$ cat config.mk
export PLATFORM = sky130hd
export DESIGN_NAME = flash_blk_engine
export DESIGN_NICKNAME = d
export VERILOG_FILES = /design/src/rtl/fbe_pkg.sv /design/src/rtl/fbe_erase_fifo.sv /design/src/rtl/fbe_block_state.sv /design/src/rtl/fbe_erase_engine.sv /design/src/rtl/flash_blk_engine.sv
export SDC_FILE = /design/constraint.sdc
export NUM_CORES = 1
export LEC_CHECK = 0
export BUFFER_PORTS_ARGS = -buffer_cell sky130_fd_sc_hd__buf_2
export CAP_MARGIN = 40
export CORE_UTILIZATION = 40
export CTS_CLUSTER_DIAMETER = 50
export DETAILED_ROUTE_END_ITERATION = 10
export GPL_ROUTABILITY_DRIVEN = 0
export SLEW_MARGIN = 20
export SYNTH_ARGS = -nofsm -noshare
export SYNTH_HDL_FRONTEND = slang
export SYNTH_SLANG_ARGS = --single-unit
$ cat constraint.sdc
create_clock -name clk -period 3.7 [get_ports clk]
set_input_delay 0.185 -clock clk [delete_from_list [all_inputs] [get_ports clk]]
set_output_delay 0.185 -clock clk [all_outputs]
set_load 0.01 [all_outputs]
$ cat src/rtl/fbe_pkg.sv
package fbe_pkg;

   typedef enum logic [1:0] {
      OP_PROG    = 2'd0,
      OP_ERASE   = 2'd1,
      OP_LOCK    = 2'd2,
      OP_REFRESH = 2'd3
   } fbe_op_e;

   // Per-block status: ready, unlocked, failed, aborted, qfull, vpp, 2 spare
   function automatic logic [7:0] fbe_blk_byte(input logic rdy, input logic locked,
                                               input logic fail);
      return {rdy, ~locked, fail, 1'b0, 1'b0, 1'b0, 2'b00};
   endfunction

   // Compatibility status: ready, suspended, erase-fail, write-fail, vpp, 3 spare
   function automatic logic [7:0] fbe_compat_byte(input logic rdy, input logic fail);
      return {rdy, 1'b0, fail, fail, 1'b0, 3'b000};
   endfunction

endpackage

$ cat src/rtl/fbe_erase_fifo.sv
module fbe_erase_fifo #(
   parameter int W     = 6,
   parameter int DEPTH = 4
) (
   input  logic         clk,
   input  logic         rst_n,
   input  logic         push,
   input  logic [W-1:0] din,
   input  logic         pop,
   output logic [W-1:0] dout,
   output logic         empty,
   output logic         full
);
   generate
      if (DEPTH < 1) begin : g_bad
         $error("fbe_erase_fifo: DEPTH must be at least 1");
      end

      if (DEPTH == 1) begin : g_single
         logic         vld;
         logic [W-1:0] slot;
         always_ff @(posedge clk or negedge rst_n) begin
            if (!rst_n) begin
               vld  <= 1'b0;
               slot <= '0;
            end else if (push && !vld) begin
               vld  <= 1'b1;
               slot <= din;
            end else if (pop && vld) begin
               vld <= 1'b0;
            end
         end
         assign dout  = slot;
         assign empty = !vld;
         assign full  = vld;
      end else begin : g_ring
         localparam int PW = $clog2(DEPTH);
         localparam int CW = $clog2(DEPTH + 1);
         logic [W-1:0]  store [DEPTH];
         logic [PW-1:0] rd_p, wr_p;
         logic [CW-1:0] fill;
         logic          do_push, do_pop;

         assign do_push = push && (fill != CW'(DEPTH));
         assign do_pop  = pop && (fill != '0);

         always_ff @(posedge clk or negedge rst_n) begin
            if (!rst_n) begin
               rd_p <= '0;
               wr_p <= '0;
               fill <= '0;
               for (int k = 0; k < DEPTH; k++) store[k] <= '0;
            end else begin
               if (do_push) begin
                  store[wr_p] <= din;
                  wr_p <= (wr_p == PW'(DEPTH - 1)) ? '0 : wr_p + 1'b1;
               end
               if (do_pop)
                  rd_p <= (rd_p == PW'(DEPTH - 1)) ? '0 : rd_p + 1'b1;
               if (do_push && !do_pop)      fill <= fill + 1'b1;
               else if (do_pop && !do_push) fill <= fill - 1'b1;
            end
         end
         assign dout  = store[rd_p];
         assign empty = (fill == '0);
         assign full  = (fill == CW'(DEPTH));
      end
   endgenerate
endmodule

$ cat src/rtl/fbe_block_state.sv
module fbe_block_state
   import fbe_pkg::*;
#(
   parameter int CNT_W     = 32,
   parameter bit INIT_LOCK = 1'b1
) (
   input  logic             clk,
   input  logic             rst_n,
   input  logic             erase_req,
   input  logic             erase_done,
   input  logic             erase_skip,
   input  logic             lock_ok,
   input  logic             fail_set,
   input  logic             refresh,
   output logic [7:0]       status,
   output logic [CNT_W-1:0] erase_count,
   output logic             rep_lock
);
   logic true_lock, rdy, failed;

   always_ff @(posedge clk or negedge rst_n) begin
      if (!rst_n) begin
         true_lock   <= INIT_LOCK;
         rep_lock    <= 1'b1;
         rdy         <= 1'b1;
         failed      <= 1'b0;
         erase_count <= '0;
      end else begin
         if (erase_req)                    rdy <= 1'b0;
         else if (erase_done || erase_skip) rdy <= 1'b1;

         if (refresh) rep_lock <= true_lock;
         if (erase_done) begin
            true_lock   <= 1'b0;
            rep_lock    <= 1'b0;
            erase_count <= erase_count + 1'b1;
         end
         if (lock_ok) begin
            true_lock <= 1'b1;
            rep_lock  <= 1'b1;
         end
         if (fail_set) failed <= 1'b1;
      end
   end

   assign status = fbe_blk_byte(rdy, rep_lock, failed);
endmodule

$ cat src/rtl/fbe_erase_engine.sv
module fbe_erase_engine #(
   parameter int BLOCK_AW    = 16,
   parameter int BID_W       = 6,
   parameter int BUSY_CYCLES = 1000
) (
   input  logic                clk,
   input  logic                rst_n,
   input  logic                start,
   input  logic [BID_W-1:0]    start_id,
   input  logic                blocked,
   input  logic                hold,
   output logic                idle,
   output logic [BID_W-1:0]    cur_id,
   output logic                fill_req,
   output logic                fill_we,
   output logic [BLOCK_AW-1:0] fill_off,
   output logic                done,
   output logic                skip
);
   localparam int TW = $clog2(BUSY_CYCLES + 1);

   typedef enum logic [1:0] {E_IDLE, E_WAIT, E_FILL} est_e;
   est_e          st;
   logic [TW-1:0] tmr;
   logic          tmr_end;

   generate
      if (BUSY_CYCLES < 1) begin : g_bad
         $error("fbe_erase_engine: BUSY_CYCLES must be at least 1");
      end
   endgenerate

   assign tmr_end  = (st == E_WAIT) && (tmr == '0);
   assign skip     = tmr_end && blocked;
   assign fill_req = tmr_end && !blocked;
   assign fill_we  = (st == E_FILL);
   assign done     = fill_we && (&fill_off);
   assign idle     = (st == E_IDLE);

   always_ff @(posedge clk or negedge rst_n) begin
      if (!rst_n) begin
         st       <= E_IDLE;
         tmr      <= '0;
         cur_id   <= '0;
         fill_off <= '0;
      end else begin
         case (st)
            E_IDLE: if (start) begin
               cur_id <= start_id;
               tmr    <= TW'(BUSY_CYCLES - 1);
               st     <= E_WAIT;
            end
            E_WAIT: begin
               if (tmr != '0) tmr <= tmr - 1'b1;
               else if (blocked) st <= E_IDLE;
               else if (!hold) begin
                  fill_off <= '0;
                  st       <= E_FILL;
               end
            end
            E_FILL: begin
               fill_off <= fill_off + 1'b1;
               if (&fill_off) st <= E_IDLE;
            end
            default: st <= E_IDLE;
         endcase
      end
   end
endmodule

$ cat src/rtl/flash_blk_engine.sv
module flash_blk_engine
   import fbe_pkg::*;
#(
   parameter int                    NUM_BLOCKS  = 4,
   parameter int                    BLOCK_AW    = 16,
   parameter int                    BUSY_CYCLES = 1000,
   parameter int                    QDEPTH      = 4,
   parameter int                    CNT_W       = 32,
   parameter logic [NUM_BLOCKS-1:0] LOCK_INIT   = '1,
   localparam int                   BID_W       = $clog2(NUM_BLOCKS),
   localparam int                   AW          = BLOCK_AW + BID_W
) (
   input  logic             clk,
   input  logic             rst_n,
   input  logic             cmd_valid,
   output logic             cmd_ready,
   input  logic [1:0]       cmd_op,
   input  logic [AW-1:0]    cmd_addr,
   input  logic [7:0]       cmd_data,
   input  logic             wp,
   input  logic [BID_W-1:0] stat_sel,
   output logic [7:0]       blk_status,
   output logic [CNT_W-1:0] blk_erase_count,
   output logic [7:0]       compat_status,
   output logic             mem_re,
   output logic             mem_we,
   output logic [AW-1:0]    mem_addr,
   output logic [7:0]       mem_wdata,
   input  logic [7:0]       mem_rdata
);
   generate
      if (NUM_BLOCKS < 2 || NUM_BLOCKS > 64 || (NUM_BLOCKS & (NUM_BLOCKS - 1)) != 0) begin : g_bad_nb
         $error("flash_blk_engine: NUM_BLOCKS must be a power of two in 2..64");
      end
      if (BLOCK_AW < 1) begin : g_bad_aw
         $error("flash_blk_engine: BLOCK_AW must be at least 1");
      end
   endgenerate

   typedef enum logic [1:0] {P_IDLE, P_RD, P_WR} pst_e;
   pst_e          p_st;
   logic [AW-1:0] p_addr;
   logic [7:0]    p_data;

   logic             accept, prog_fail, prog_go, lock_fail, lock_ok, erase_req, refresh;
   logic [BID_W-1:0] cmd_bid, q_id, eng_id;
   logic             q_empty, q_full, q_pop;
   logic             eng_idle, eng_blocked, fill_req, fill_we, eng_done, eng_skip;
   logic [BLOCK_AW-1:0] fill_off;
   logic [NUM_BLOCKS-1:0] rep_lock;
   logic [7:0]       st_arr  [NUM_BLOCKS];
   logic [CNT_W-1:0] cnt_arr [NUM_BLOCKS];
   logic             g_fail;

   // ---------------- command decode ----------------
   assign cmd_bid   = cmd_addr[AW-1:BLOCK_AW];
   assign cmd_ready = (p_st == P_IDLE) && !fill_we && !fill_req && !q_full;
   assign accept    = cmd_valid && cmd_ready;
   assign prog_fail = accept && (cmd_op == OP_PROG) && wp && rep_lock[cmd_bid];
   assign prog_go   = accept && (cmd_op == OP_PROG) && !prog_fail;
   assign lock_fail = accept && (cmd_op == OP_LOCK) && wp;
   assign lock_ok   = accept && (cmd_op == OP_LOCK) && !wp;
   assign erase_req = accept && (cmd_op == OP_ERASE);
   assign refresh   = accept && (cmd_op == OP_REFRESH);

   // ---------------- program read-modify-write ----------------
   always_ff @(posedge clk or negedge rst_n) begin
      if (!rst_n) begin
         p_st   <= P_IDLE;
         p_addr <= '0;
         p_data <= '0;
      end else begin
         case (p_st)
            P_IDLE: if (prog_go) begin
               p_addr <= cmd_addr;
               p_data <= cmd_data;
               p_st   <= P_RD;
            end
            P_RD:    p_st <= P_WR;
            P_WR:    p_st <= P_IDLE;
            default: p_st <= P_IDLE;
         endcase
      end
   end

   // ---------------- erase queue and engine ----------------
   assign q_pop       = eng_idle && !q_empty;
   assign eng_blocked = wp && rep_lock[eng_id];

   fbe_erase_fifo #(.W(BID_W), .DEPTH(QDEPTH)) u_queue (
      .clk(clk), .rst_n(rst_n), .push(erase_req), .din(cmd_bid),
      .pop(q_pop), .dout(q_id), .empty(q_empty), .full(q_full)
   );

   fbe_erase_engine #(.BLOCK_AW(BLOCK_AW), .BID_W(BID_W), .BUSY_CYCLES(BUSY_CYCLES)) u_eraser (
      .clk(clk), .rst_n(rst_n), .start(q_pop), .start_id(q_id),
      .blocked(eng_blocked), .hold(p_st != P_IDLE), .idle(eng_idle),
      .cur_id(eng_id), .fill_req(fill_req), .fill_we(fill_we),
      .fill_off(fill_off), .done(eng_done), .skip(eng_skip)
   );

   // ---------------- memory port ----------------
   always_comb begin
      mem_re    = 1'b0;
      mem_we    = 1'b0;
      mem_addr  = p_addr;
      mem_wdata = mem_rdata & p_data;
      if (fill_we) begin
         mem_we    = 1'b1;
         mem_addr  = {eng_id, fill_off};
         mem_wdata = 8'hFF;
      end else if (p_st == P_RD) begin
         mem_re = 1'b1;
      end else if (p_st == P_WR) begin
         mem_we = 1'b1;
      end
   end

   // ---------------- per-block state ----------------
   for (genvar i = 0; i < NUM_BLOCKS; i++) begin : g_blk
      logic here, eng_here;
      assign here     = (cmd_bid == BID_W'(i));
      assign eng_here = (eng_id == BID_W'(i));

      fbe_block_state #(.CNT_W(CNT_W), .INIT_LOCK(LOCK_INIT[i])) u_state (
         .clk(clk), .rst_n(rst_n),
         .erase_req(erase_req && here),
         .erase_done(eng_done && eng_here),
         .erase_skip(eng_skip && eng_here),
         .lock_ok(lock_ok && here),
         .fail_set((prog_fail || lock_fail) && here),
         .refresh(refresh),
         .status(st_arr[i]),
         .erase_count(cnt_arr[i]),
         .rep_lock(rep_lock[i])
      );
   end

   always_ff @(posedge clk or negedge rst_n) begin
      if (!rst_n)                     g_fail <= 1'b0;
      else if (prog_fail || lock_fail) g_fail <= 1'b1;
   end

   assign blk_status      = st_arr[stat_sel];
   assign blk_erase_count = cnt_arr[stat_sel];
   assign compat_status   = fbe_compat_byte(q_empty && eng_idle, g_fail);

endmodule

==> results.py <==
metrics = {
    "status": {
        "outcome": "finished clean",
    },
    "critical_path": {
        "criticalPathCategory": "register to register",
        "cp_common_cell": "xor2_1",
        "cp.arrival_ns": 3.11,
        "crit_chain": "or2b_1 > o221a_4 > a2111oi_2 > ha_1 > inv_1 > fa_1 > xor2_1 > nor2_1 > xor2_1",
        "cp.required_ns": 4.17,
        "cp_max_fo": 13,
        "worst_path_max_delay_cell": "dfrtp_1",
        "crit_path_max_incr_delay_ns": 0.52,
        "cp-end-kind": "register",
        "cp-start-kind": "register",
        "worst_r2r_path_depth": 9,
    },
    "floorplanning": {
        "placementRows": 61,
        "fp.coreArea_um2": 27780,
        "initial_core_util_pct": 40.62,
        "die-area_um2": 28890,
        "io-pin-count": 119,
        "die_h_um": 170.0,
        "die_w_um": 170.0,
    },
    "pwr": {
        "p_switching_mw": 2.452,
        "peakVddDrop_mv": 0.4543,
        "p_seq_share_pct": 40.5,
        "p_comb_share_pct": 22.7,
        "leakagePower_nw": 6.252,
        "p_clk_share_pct": 36.8,
        "switching_share_pct": 31.08,
        "p_per_area_nw_per_um2": 584.7,
        "p_int_mw": 5.437,
    },
    "route": {
        "drcViolationCount": 0,
        "routed_wl_um": 27570,
        "vias_per_cell": 5.228,
        "ant_nets": 0,
        "wl_per_cell_um": 17.58,
        "via_count": 8198,
        "drt_first_pass_iters": 7,
        "drtIter0Drc": 554,
    },
    "final_layout": {
        "fillers": 2608,
        "diodes": 0,
        "drive_gt1_share_pct": 22.94,
        "register_area_um2": 5470,
        "multi_input_area_um2": 5470,
        "syn2layout_area_growth_pct": 19.57,
        "fin_nets": 1222,
    },
    "clocking": {
        "cts_buffer_depth": 3,
        "cts_setup_buffers": 0,
        "clk_pin_slew_ns": 0.06,
        "cts_sinks": 218,
        "cts_root_buf": "clkbuf_16",
        "ctsHtreeMaxLevel": 1,
        "cts_buffers": 31,
        "cts_tree": "done",
        "clock_latency_ns": 0.55,
        "cts_resized": 0,
        "hold_buffers": 27,
    },
    "yosys": {
        "synth_top_area_share_pct": 45.68,
        "synth-adder-area-share_pct": 1.619,
        "yosys.area.top_type": "dfrtp_1",
        "synth.area.top_cells": "dfrtp_1 46%, mux4_2 7.6%, xor2_1 6.0%",
        "synthCells": 1030,
        "synth.area.mux_share_pct": 12.66,
        "synthSimpleGateAreaFrac_pct": 19.40,
        "synthDistinctLibCells": 56,
        "synth-seq-cells": 218,
        "synth_compound_area_share_pct": 2.805,
        "ys_warn_count": 0,
        "synth_ff_type": "dfrtp_1",
        "syn_avg_cell_area_um2": 10.96,
        "synth_xor_area_share_pct": 11.56,
        "synth_edf_count": 0,
        "synth_top_family_by_area": "simple AND/OR/NAND/NOR gates",
        "seq_area_frac_synth_pct": 48.48,
        "ys_async_sr_fraction_pct": 100.0,
        "syn_area_um2": 11280,
    },
    "sta": {
        "period_needed_ns": 2.637,
        "rsz0062_at_grt": "no",
        "slew_headroom_pct": 45.17,
        "fmax_ghz": 0.3792,
        "hold_violations": 0,
        "final_max_slew_viol_count": 0,
        "setup-violations-final": 0,
        "setup_tns_ns": 0,
        "finClkSkew_ns": 0.01008,
        "holdWs_ns": 0.1420,
        "tightest_slew_ns": 0.8150,
        "post-route-period-util_pct": 71.27,
    },
    "global_routing": {
        "grt_pass1_vias": 8407,
        "grt_max_degree": 74,
        "grt-ovfl-total": 0,
        "track_usage_pct": 19.92,
        "grt_pass1_wl_um": 45280,
        "antenna_found_initial": 0,
    },
    "hold_path": {
        "min-delay-path-class": "primary input to register",
        "holdPathStages": 3,
    },
    "place": {
        "io_buffers": 108,
        "hpwl_um": 19430,
    },
    "job": {
        "maxCapViolations": 0,
    },
}
synth_stat cells (2+ instances only):
master	count
a21oi_1	4
dfrtp_1	206
nor3b_1	2
a31oi_1	6
nor2_1	59
ha_1	13
o31ai_1	2
o2bb2ai_1	3
and2_1	6
nor4_2	2
inv_1	29
nand2_1	141
nor2b_1	5
a211o_1	2
nor3_1	47
a2111o_1	2
nand2b_1	4
o21bai_1	4
xor2_1	77
buf_6	3
nor4_1	11
and3_1	22
o21ai_0	8
and4_1	14
nand4_1	55
dfstp_2	12
or3_1	3
mux4_2	38
buf_4	13
mux2_4	19
o22ai_1	5
nand3_1	56
nand4b_1	3
clkbuf_1	27
buf_2	4
mux2i_1	4
xnor2_1	72
or2_2	2
mux2_2	22
buf_1	7
worst max-delay path: cells and delay by family, from the launching register on:
family | cells | cell delay (ns)
AND/OR/NAND/NOR | 2 | 0.43
AO/OA/AOI/OAI | 2 | 0.62
adder cells (fa/ha/maj) | 2 | 0.63
XOR/XNOR | 2 | 0.30
flip-flops | 1 | 0.52
buffers and inverters | 1 | 0.06
through the flow:
stage	total power, mW	utilization, %	cell area (um^2)	worst slack [ns]	std cells
floorplan	4.409	-	11320	1.031	1039
global placement	4.957	43.83	12180	1.125	1483
detailed placement	5.004	43.92	12200	1.062	1484
CTS	7.963	48.57	13490	1.045	1568
global route	8.349	48.57	13490	0.8267	1568
finish	7.889	48.57	13490	1.063	1568
cell families (layout without fill, tap and decap cells):
group / count (synthesis) / after routing
buffers and inverters: 83 / 234
adder cells (fa/ha/maj): 14 / 14
other: 1 / 10
multiplexers: 83 / 83
XOR/XNOR: 149 / 149
AO/OA/AOI/OAI: 43 / 43
flip-flops: 218 / 218
AND/OR/NAND/NOR: 439 / 439
power groups by stage:
stage	sequential [mW]	clock, mW	combinational, mW
6_report	3.19	2.91	1.79
2_1_floorplan	3.10	0	1.31
3_5_place_dp	3.23	0	1.78
5_1_grt	3.26	3.08	2.00
4_1_cts	3.19	2.96	1.81
3_3_place_gp	3.21	0	1.75
cell type report:
cell class	count	share of cell area, %
clock buffers	41	6.398
clock inverters	16	1.159
inverters	29	0.8068
multi-input cells	738	40.54
flip-flops and latches	218	40.54
well taps	378	3.505
repair buffers	148	7.047
final timing paths:
kind                                             startpoint                                to  slack [ns]
min in group asynchronous                             rst_n  g_blk[1].u_state.erase_count[10]        0.19
max reg2reg                              u_eraser.cur_id[0]            u_queue.g_ring.fill[2]        1.06
max in group asynchronous                             rst_n        g_blk[2].u_state.true_lock        2.50
min reg2reg                g_blk[2].u_state.erase_count[31]  g_blk[2].u_state.erase_count[31]        0.46
max                                      u_eraser.cur_id[0]            u_queue.g_ring.fill[2]        1.06
min                                               cmd_op[0]                            g_fail        0.14
cell usage in the layout, fill, tap and decap left out, types with 6 or more instances in the layout:
master           n
clkinv_2         7
nor3_1          45
conb_1          10
clkbuf_16       31
dlygate4sd3_1   27
a31oi_1          6
o21ai_0          8
and2_1           6
dfrtp_1        206
mux2_4          19
inv_1           29
nand2_1        141
nor4_1          11
and4_1          14
mux4_2          38
xor2_1          77
buf_2          107
and3_1          22
nand4_1         55
nand3_1         56
buf_4           11
mux2_2          22
xnor2_1         72
nor2_1          59
dfstp_2         12
ha_1            13
flip-flops by register name, indices dropped and copies added, names as in the netlist, 3 cells and up:
signal                     flops
g_blk.u_state.erase_count    128
p_addr                        18
g_blk.u_state.true_lock        4
u_eraser.tmr                  10
g_blk.u_state.rep_lock         4
p_data                         8
u_queue.g_ring.fill            3
g_blk.u_state.rdy              4
u_queue.g_ring.store           8
u_eraser.fill_off             16
g_blk.u_state.failed           4
routing by layer:
layer  track usage, %  wire length [um]  vias up
met2            32.70             12920      204
met4            5.366               599        0
met1            26.93             12510     4059
met5                0                 0        -
met3            3.791              1536       44
li1                 -                 -     3891
(Power assumes the default switching activity.)
